[src/rtl/aqlock_pkg.sv]
package aqlock_pkg;

  // Per-slot flag encoding
  localparam logic FLAG_WAIT  = 1'b0;
  localparam logic FLAG_ENTER = 1'b1;

  // Requester-side state
  typedef enum logic [1:0] {
    RQ_IDLE = 2'd0,
    RQ_WAIT = 2'd1,
    RQ_HOLD = 2'd2
  } rq_state_t;

endpackage

[src/rtl/aqlock_ticket_alloc.sv]
module aqlock_ticket_alloc #(
  parameter int N_REQ = 4,
  localparam int SW   = $clog2(N_REQ)
) (
  input  logic                      clk,
  input  logic                      rst_n,
  input  logic [N_REQ-1:0]          take_i,
  output logic [N_REQ-1:0][SW-1:0]  slot_o
);

  logic [SW-1:0] tail_q;
  logic [SW-1:0] tail_d;

  // Ascending requester index takes consecutive tickets
  always_comb begin
    logic [SW-1:0] run;
    run = tail_q;
    for (int k = 0; k < N_REQ; k++) begin
      slot_o[k] = run;
      if (take_i[k]) run = run + SW'(1);
    end
    tail_d = run;
  end

  always_ff @(posedge clk) begin
    if (!rst_n) tail_q <= '0;
    else        tail_q <= tail_d;
  end

  // the tail only moves when some ticket is taken
  a_r2_tail_hold: assert property (@(posedge clk) disable iff (!rst_n)
    (take_i == '0) |=> (tail_q == $past(tail_q)));

endmodule

[src/rtl/aqlock_flag_array.sv]
module aqlock_flag_array #(
  parameter int N_REQ = 4
) (
  input  logic             clk,
  input  logic             rst_n,
  input  logic [N_REQ-1:0] clr_i,
  input  logic [N_REQ-1:0] set_i,
  output logic [N_REQ-1:0] flag_o
);

  logic [N_REQ-1:0] flag_q;

  always_ff @(posedge clk) begin
    if (!rst_n) flag_q <= N_REQ'(1);
    else        flag_q <= (flag_q & ~clr_i) | set_i;
  end

  assign flag_o = flag_q;

  // never more than one slot open at once
  a_r1_single_enter: assert property (@(posedge clk) disable iff (!rst_n)
    $countones(flag_q) <= 1);

  // a flag consumed by a grant reads WAIT afterwards
  a_r5_flag_cleared: assert property (@(posedge clk) disable iff (!rst_n)
    ((clr_i != '0) && ((clr_i & set_i) == '0)) |=> ((flag_q & $past(clr_i)) == '0));

endmodule

[src/rtl/aqlock_requester.sv]
module aqlock_requester
  import aqlock_pkg::*;
#(
  parameter int N_REQ = 4,
  localparam int SW   = $clog2(N_REQ)
) (
  input  logic             clk,
  input  logic             rst_n,
  input  logic             acq_i,
  input  logic             rel_i,
  input  logic [SW-1:0]    slot_i,
  input  logic [N_REQ-1:0] flags_i,
  output logic             take_o,
  output logic             granted_o,
  output logic [N_REQ-1:0] clr_o,
  output logic [N_REQ-1:0] set_o
);

  rq_state_t     st_q;
  logic [SW-1:0] slot_q;
  logic          my_flag;
  logic          enter_ok;
  logic          rel_ok;
  logic [SW-1:0] next_slot;

  assign my_flag   = flags_i[slot_q];
  assign take_o    = acq_i && (st_q == RQ_IDLE);
  assign enter_ok  = (st_q == RQ_WAIT) && (my_flag == FLAG_ENTER);
  assign rel_ok    = rel_i && (st_q == RQ_HOLD);
  assign next_slot = slot_q + SW'(1);
  assign granted_o = (st_q == RQ_HOLD);

  always_comb begin
    clr_o = '0;
    set_o = '0;
    if (enter_ok) clr_o[slot_q]    = 1'b1;
    if (rel_ok)   set_o[next_slot] = 1'b1;
  end

  always_ff @(posedge clk) begin
    if (!rst_n) begin
      st_q   <= RQ_IDLE;
      slot_q <= '0;
    end else begin
      unique case (st_q)
        RQ_IDLE: if (take_o) begin
          st_q   <= RQ_WAIT;
          slot_q <= slot_i;
        end
        RQ_WAIT: if (enter_ok) st_q <= RQ_HOLD;
        RQ_HOLD: if (rel_ok)   st_q <= RQ_IDLE;
        default: st_q <= RQ_IDLE;
      endcase
    end
  end

  // a closed slot never yields a grant
  a_r4_needs_enter: assert property (@(posedge clk) disable iff (!rst_n)
    ((st_q == RQ_WAIT) && (flags_i[slot_q] == FLAG_WAIT)) |=> (st_q != RQ_HOLD));

  // a holder's release ends its grant on the next edge
  a_r6_release_drops: assert property (@(posedge clk) disable iff (!rst_n)
    (rel_i && granted_o) |=> !granted_o);

  // an acquire while busy keeps the slot unchanged
  a_r8_acq_busy: assert property (@(posedge clk) disable iff (!rst_n)
    (acq_i && (st_q != RQ_IDLE)) |=> (slot_q == $past(slot_q)));

endmodule

[src/rtl/aqlock_unit.sv]
module aqlock_unit #(
  parameter int N_REQ = 4
) (
  input  logic             clk,
  input  logic             rst_n,
  input  logic [N_REQ-1:0] acq_i,
  input  logic [N_REQ-1:0] rel_i,
  output logic [N_REQ-1:0] granted_o
);

  localparam int SW = $clog2(N_REQ);

  logic [N_REQ-1:0]           take;
  logic [N_REQ-1:0][SW-1:0]   slot;
  logic [N_REQ-1:0]           flags;
  logic [N_REQ-1:0][N_REQ-1:0] clr_each;
  logic [N_REQ-1:0][N_REQ-1:0] set_each;
  logic [N_REQ-1:0]           clr_all;
  logic [N_REQ-1:0]           set_all;

  aqlock_ticket_alloc #(.N_REQ(N_REQ)) u_alloc (
    .clk    (clk),
    .rst_n  (rst_n),
    .take_i (take),
    .slot_o (slot)
  );

  aqlock_flag_array #(.N_REQ(N_REQ)) u_flags (
    .clk    (clk),
    .rst_n  (rst_n),
    .clr_i  (clr_all),
    .set_i  (set_all),
    .flag_o (flags)
  );

  for (genvar k = 0; k < N_REQ; k++) begin : g_rq
    aqlock_requester #(.N_REQ(N_REQ)) u_rq (
      .clk       (clk),
      .rst_n     (rst_n),
      .acq_i     (acq_i[k]),
      .rel_i     (rel_i[k]),
      .slot_i    (slot[k]),
      .flags_i   (flags),
      .take_o    (take[k]),
      .granted_o (granted_o[k]),
      .clr_o     (clr_each[k]),
      .set_o     (set_each[k])
    );
  end

  always_comb begin
    clr_all = '0;
    set_all = '0;
    for (int k = 0; k < N_REQ; k++) begin
      clr_all = clr_all | clr_each[k];
      set_all = set_all | set_each[k];
    end
  end

  // exclusive ownership
  a_r7_one_holder: assert property (@(posedge clk) disable iff (!rst_n)
    $onehot0(granted_o));

endmodule

[config.mk]
export PLATFORM = sky130hd
export DESIGN_NAME = aqlock_unit
export DESIGN_NICKNAME = d
export VERILOG_FILES = /design/src/rtl/aqlock_pkg.sv /design/src/rtl/aqlock_ticket_alloc.sv /design/src/rtl/aqlock_flag_array.sv /design/src/rtl/aqlock_requester.sv /design/src/rtl/aqlock_unit.sv
export SDC_FILE = /design/constraint.sdc
export NUM_CORES = 1
export LEC_CHECK = 0
export BUFFER_PORTS_ARGS = -buffer_cell sky130_fd_sc_hd__clkbuf_2
export CAP_MARGIN = 20
export CORE_ASPECT_RATIO = 0.5
export CORE_UTILIZATION = 45
export DETAILED_ROUTE_END_ITERATION = 8
export SLEW_MARGIN = 15
export SYNTH_ARGS = -nofsm -noshare
export SYNTH_HDL_FRONTEND = slang
export SYNTH_SLANG_ARGS = --single-unit
export TNS_END_PERCENT = 10
[constraint.sdc]
create_clock -name clk -period 4.7 [get_ports clk]
set_input_delay 0.235 -clock clk [delete_from_list [all_inputs] [get_ports clk]]
set_output_delay 0.235 -clock clk [all_outputs]
set_load 0.01 [all_outputs]
* Word-level counts from Yosys, hierarchy flattened
Cells that the tools add are included.
** Word-level totals
- Register bits after elaboration :: 22
- Latch bits :: 0
- RAM bits :: 0
- Bits in read-only memories :: 0
- Input port bits :: 10
- Output and inout bits :: 4
- Word-level logic and storage cells :: 147
- Memories kept :: 0
** Operators by class
- Add/subtract/negate cells :: 8
- Multiply operators :: 0
- Divide/modulo/power cells :: 0
- Order comparisons :: 16
- Equality and inequality tests :: 20
- Shift-type cells :: 0
- Muxes and demuxes :: 52
- Bitwise gates (word level) :: 9
- Reductions and logical operators :: 32
** Operators with widths (count)
- 2-bit two-way mux :: 16
- 4-bit two-way mux :: 8
- 4-bit bitwise OR :: 7
- 2-bit by 3-bit less-than comparator with 1-bit output, second input constant :: 8
- 2-bit case mux with 3 select lines :: 4
- 1-bit logical AND :: 20
- 2-bit by 1-bit adder with 2-bit output, second input constant :: 8
- 1-bit demux with 2-bit select :: 8
- 2-bit by 1-bit greater-or-equal comparator with 1-bit output, second input constant :: 8
- 2-bit by 1-bit inequality test with 1-bit output, second input constant :: 8
- 1-bit two-way mux :: 12
- 3-bit AND reduction :: 4
- 1-bit binary-select mux with 2-bit select :: 4
- 2-bit by 1-bit equality test with 1-bit output, second input constant :: 4
- 2-bit equality test, second input constant :: 4
- 2-bit zero test :: 4
- 2-bit inequality test, second input constant :: 4
- 2-bit AND reduction :: 4
- 4-bit AND :: 1
- 4-bit NOT :: 1

* Depth between registers and ports, before layout
- Depth in word-level cells :: 11
- Gate-level depth with buffers :: 7
- Gate-level depth less buffers :: 6

* Modules after synthesis
Synthesis repeated with hierarchy kept, for this count alone.
** Unflattened totals
- Cell total of the unflattened synthesis :: 166
- Area total of the unflattened synthesis :: 1564.0 um^2
** By module, submodules not included
- aqlock_requester :: instances 4, cells each 31, area each 286.5 um^2, seq. area each 80.1 um^2
- aqlock_ticket_alloc :: instances 1, cells each 22, area each 200.2 um^2, seq. area each 40.0 um^2
- aqlock_flag_array :: instances 1, cells each 12, area each 157.7 um^2, seq. area each 80.1 um^2
- aqlock_unit :: instances 1, cells each 8, area each 60.1 um^2, seq. area each 0.0 um^2

* Worst setup path after synthesis
Ideal clock, no wire load.
- Path type :: register to register
- From :: register g_rq[0].u_rq.st_q[1]
- To :: register u_alloc.tail_q[1]
- Library setup time :: 120 ps
- Data arrival time :: 1546 ps
- Required time :: 4580 ps
- Path slack :: 3034 ps
- Cell stages (with the launch flop) :: 7
- Path buffers :: 0
- Clock period less this slack :: 1666 ps
- Path through :: dfxtp_1 nor3b_4 xnor2_2 xnor2_2 mux2i_1 nor3_2 o21bai_2
** Between the ends
- Word-level cells in the longest chain between the ends :: 9
** Ends and longest elaborated chain
- start, declared :: RTL line aqlock_requester.sv:19 : rq_state_t st_q;
- start signal, assigned :: RTL line aqlock_requester.sv:42 : st_q <= RQ_IDLE;
- start signal, assigned :: RTL line aqlock_requester.sv:47 : st_q <= RQ_WAIT;
- start signal, assigned :: RTL line aqlock_requester.sv:50 : RQ_WAIT: if (enter_ok) st_q <= RQ_HOLD;
- 2-bit zero test * :: RTL line aqlock_requester.sv:27 : assign take_o = acq_i && (st_q == RQ_IDLE);
- 1-bit logical AND * :: RTL line aqlock_requester.sv:27
- 2-bit two-way mux * :: RTL line aqlock_ticket_alloc.sv:20 : if (take_i[k]) run = run + SW'(1);
- 2-bit by 1-bit adder with 2-bit output :: RTL line aqlock_ticket_alloc.sv:20
- 2-bit two-way mux * :: RTL line aqlock_ticket_alloc.sv:20
- 2-bit by 1-bit adder with 2-bit output :: RTL line aqlock_ticket_alloc.sv:20
- 2-bit two-way mux * :: RTL line aqlock_ticket_alloc.sv:20
- 2-bit by 1-bit adder with 2-bit output :: RTL line aqlock_ticket_alloc.sv:20
- 2-bit two-way mux * :: RTL line aqlock_ticket_alloc.sv:20
- end signal, assigned :: RTL line aqlock_ticket_alloc.sv:27 : else tail_q <= tail_d;
- end, declared :: RTL line aqlock_ticket_alloc.sv:11 : logic [SW-1:0] tail_q;
Every way passes the cells marked *; elsewhere a longest branch is shown, timed or not.
A chain may end at the register's enable or synchronous reset.

* Worst setup path after layout
Ends and elaborated chain as after synthesis.

==> impl_metrics.ini <==
[drt]
drt_iter0_markers = 147
via_per_inst = 5.89
vias = 1242
drt_wl_total_um = 3240
wl_per_cell_um = 15.3
drt_first_pass_iters = 5
ant_nets = 0
drc = 0

[clocking]
h-tree-depth = 1
tritoncts = done
cts-root-buf = clkbuf_8
cts_hold_buf = 0
cts_setup_buffers = 0
clock_latency_ps = 270
cts.sinks = 22
cts_buffers = 3
cts.clk_slew.worst_paths_ps = 80
clk_path_buf_depth = 2
cts_resized = 0

[final_layout]
nets = 185
layout-drive-gt1-share_pct = 16.1
area_delta_synth_final_pct = 6.87
antenna_cells = 0
final-seq-area_um2 = 440
finalNonFillerCells = 211
fillers = 286
multiInputGateArea_um2 = 893

[hold_path]
hp-class = in -> reg

[critical_path]
worstPathCellList = nor3b_4 -> xnor2_2 -> xnor2_2 -> mux2i_1 -> nor3_2 -> o21bai_2
crit_path_max_incr_delay_ps = 410
critPathKind = reg -> reg
startpoint_type = flip-flop
cp_num_buf_inv = 0
cp-end-kind = flip-flop
crit_fanout = 7
crit_arrival_ps = 2070
cp_common_cell = xnor2_2
cp_data_required_time_ps = 4870
crit_slowest_cell = nor3b_4
critPathTopFamily = simple AND/OR/NAND/NOR gates

[sta]
period_share_pct = 40.4
rsz0062_at_grt = no
layout_min_cycle_time_ps = 1900
finClkSkew_ps = 6.48
worstMarginPinSlew_ps = 637
finalHoldViolCount = 0
max_freq_ghz = 0.527
slew_headroom_pct = 57.4
setup_viol_count_final = 0
tns_ps = 0
fin_ws_ps = 2800
report.final.slew_viol_count = 0

[run]
max_cap_viol_count = 0

[global_routing]
grt_usage_pct = 21.7
grt_pass1_vias = 1118
grt_start_max_net_pins = 17
antenna_found_initial = 0
overflow = 0
grt_first_pass_wirelength_um = 5450

[floorplan]
die_h_um = 41.7
dieArea_um2 = 3400
core_area_um2 = 2780
pin_count = 14
start_util_pct = 51.1
fp-row-count = 13
die_width_um = 81.5

[yosys]
synth_warnings = 0
yosysTopAreaCellShare_pct = 31.0
syn_area_per_cell_um2 = 8.31
yosysTopAreaCell = dfxtp_1
synth-edff-count = 0
async_flop_share_pct = 0
synth_cell_types = 44
ys_ff_latch = 22
ys_seq_area_share_pct = 31.0
syn_nets = 181
syn_inst = 171
synth_area_leaders = dfxtp_1, mux4_2, nand2_1
syn-cell-area_um2 = 1420
synth-main-ff-cell = dfxtp_1

[placed_design]
dp_slack_ps = 2800
gp_congestion = 0.854
dp_cells = 207
portBuffers = 13
hpwl_um = 2330

[power_and_ir_drop]
ir_drop_mv = 0.205
power_density_nw_per_um2 = 443
p_leak_nw = 0.558
fin_total_pwr_w = 0.000673

[run_status]
outcome = complete, no violations
## area by class of cell
cell class,instances,area share [%]
flip-flops and latches,22,29.0
repair buffers,13,4.28
inverters,5,1.24
multi-input cells,130,58.8
well taps,37,3.05
clock buffers,4,3.62
## worst paths after layout
| path | endpoint | from | cells past startpoint | slack (ps) |
|---|---|---|---|---|
| min | g_rq[2].u_rq.st_q[0] | acq_i[2] | 3 | 240 |
| max | u_alloc.tail_q[1] | g_rq[0].u_rq.st_q[1] | 6 | 2800 |
| max reg2reg | u_alloc.tail_q[1] | g_rq[0].u_rq.st_q[1] | 6 | 2800 |
| min reg2reg | g_rq[2].u_rq.st_q[0] | g_rq[2].u_rq.st_q[1] | 1 | 520 |
## worst min-delay path, stage by stage
cell	delay [ps]
clkbuf_2	90
nor2_1	70
a2111oi_0	60
## synth_stat cells (all sizes together) (2+ instances only)
library cell / instances
xor2: 3
mux4: 4
nand4: 3
clkbuf: 9
maj3: 2
nor4: 3
dfxtp: 22
a31oi: 2
o21ai: 4
a2111oi: 4
xnor2: 3
a21oi: 10
buf: 5
nand2b: 5
and2: 2
nor3: 8
nand2: 19
nor3b: 7
o22ai: 3
mux2i: 3
nand3: 3
nor2b: 8
nand3b: 2
nor2: 17
and2b: 2
inv: 5
## routing by layer
layer | wire length (um) | GRT usage [%] | up-vias
met5 | 0 | 0 | -
met4 | 32 | 6.43 | 0
met3 | 255 | 5.93 | 5
met2 | 1260 | 29.2 | 48
met1 | 1690 | 32.8 | 571
li1 | - | - | 618
## cell usage in the layout, fill, tap and decap left out, types with 2 or more instances in the layout
| cell type | n |
|---|---|
| dfxtp_1 | 22 |
| nand2_1 | 19 |
| nor2_1 | 17 |
| clkbuf_2 | 13 |
| a21oi_1 | 10 |
| nor2b_1 | 8 |
| nor3_1 | 7 |
| inv_1 | 5 |
| nand2b_1 | 5 |
| mux4_2 | 4 |
| a2111oi_0 | 4 |
| nor3b_1 | 4 |
| o21ai_0 | 4 |
| clkbuf_8 | 4 |
| mux2i_1 | 3 |
| o22ai_1 | 3 |
| nand3_1 | 3 |
| nor4_1 | 3 |
| nand4_1 | 3 |
| xor2_1 | 3 |
| and2b_1 | 2 |
| nor3b_4 | 2 |
| xnor2_2 | 2 |
| nand3b_1 | 2 |
| maj3_1 | 2 |
| and2_1 | 2 |
| a31oi_1 | 2 |
## metrics by stage
step,hold slack (ps),cell area (um2),util [%]
after floorplan,357,1420,-
after global placement,500,1460,52.6
after detailed placement,512,1460,52.6
after CTS,235,1520,54.6
after global routing,229,1520,54.6
final,238,1520,54.6
## power by group
group / switching (W) / leakage (nW) / internal [W]
clock: 0.0000651 / 0.0288 / 0.0000748
combinational: 0.000112 / 0.348 / 0.000119
sequential: 0.0000773 / 0.181 / 0.000224
## flip-flops by register name, summed over array words and instances (netlist names)
| register | count |
|---|---|
| u_flags.flag_o | 4 |
| g_rq.u_rq.slot_q | 8 |
| g_rq.u_rq.st_q | 8 |
| u_alloc.tail_q | 2 |
## cell families after synthesis
family                   synth area share [%]
AO/OA/AOI/OAI                            15.9
XOR/XNOR                                 4.75
adder cells (fa/ha/maj)                  1.41
buffers and inverters                    6.16
flip-flops                               31.0
multiplexers                             8.45
AND/OR/NAND/NOR                          32.3
(Power assumes the default switching activity.)
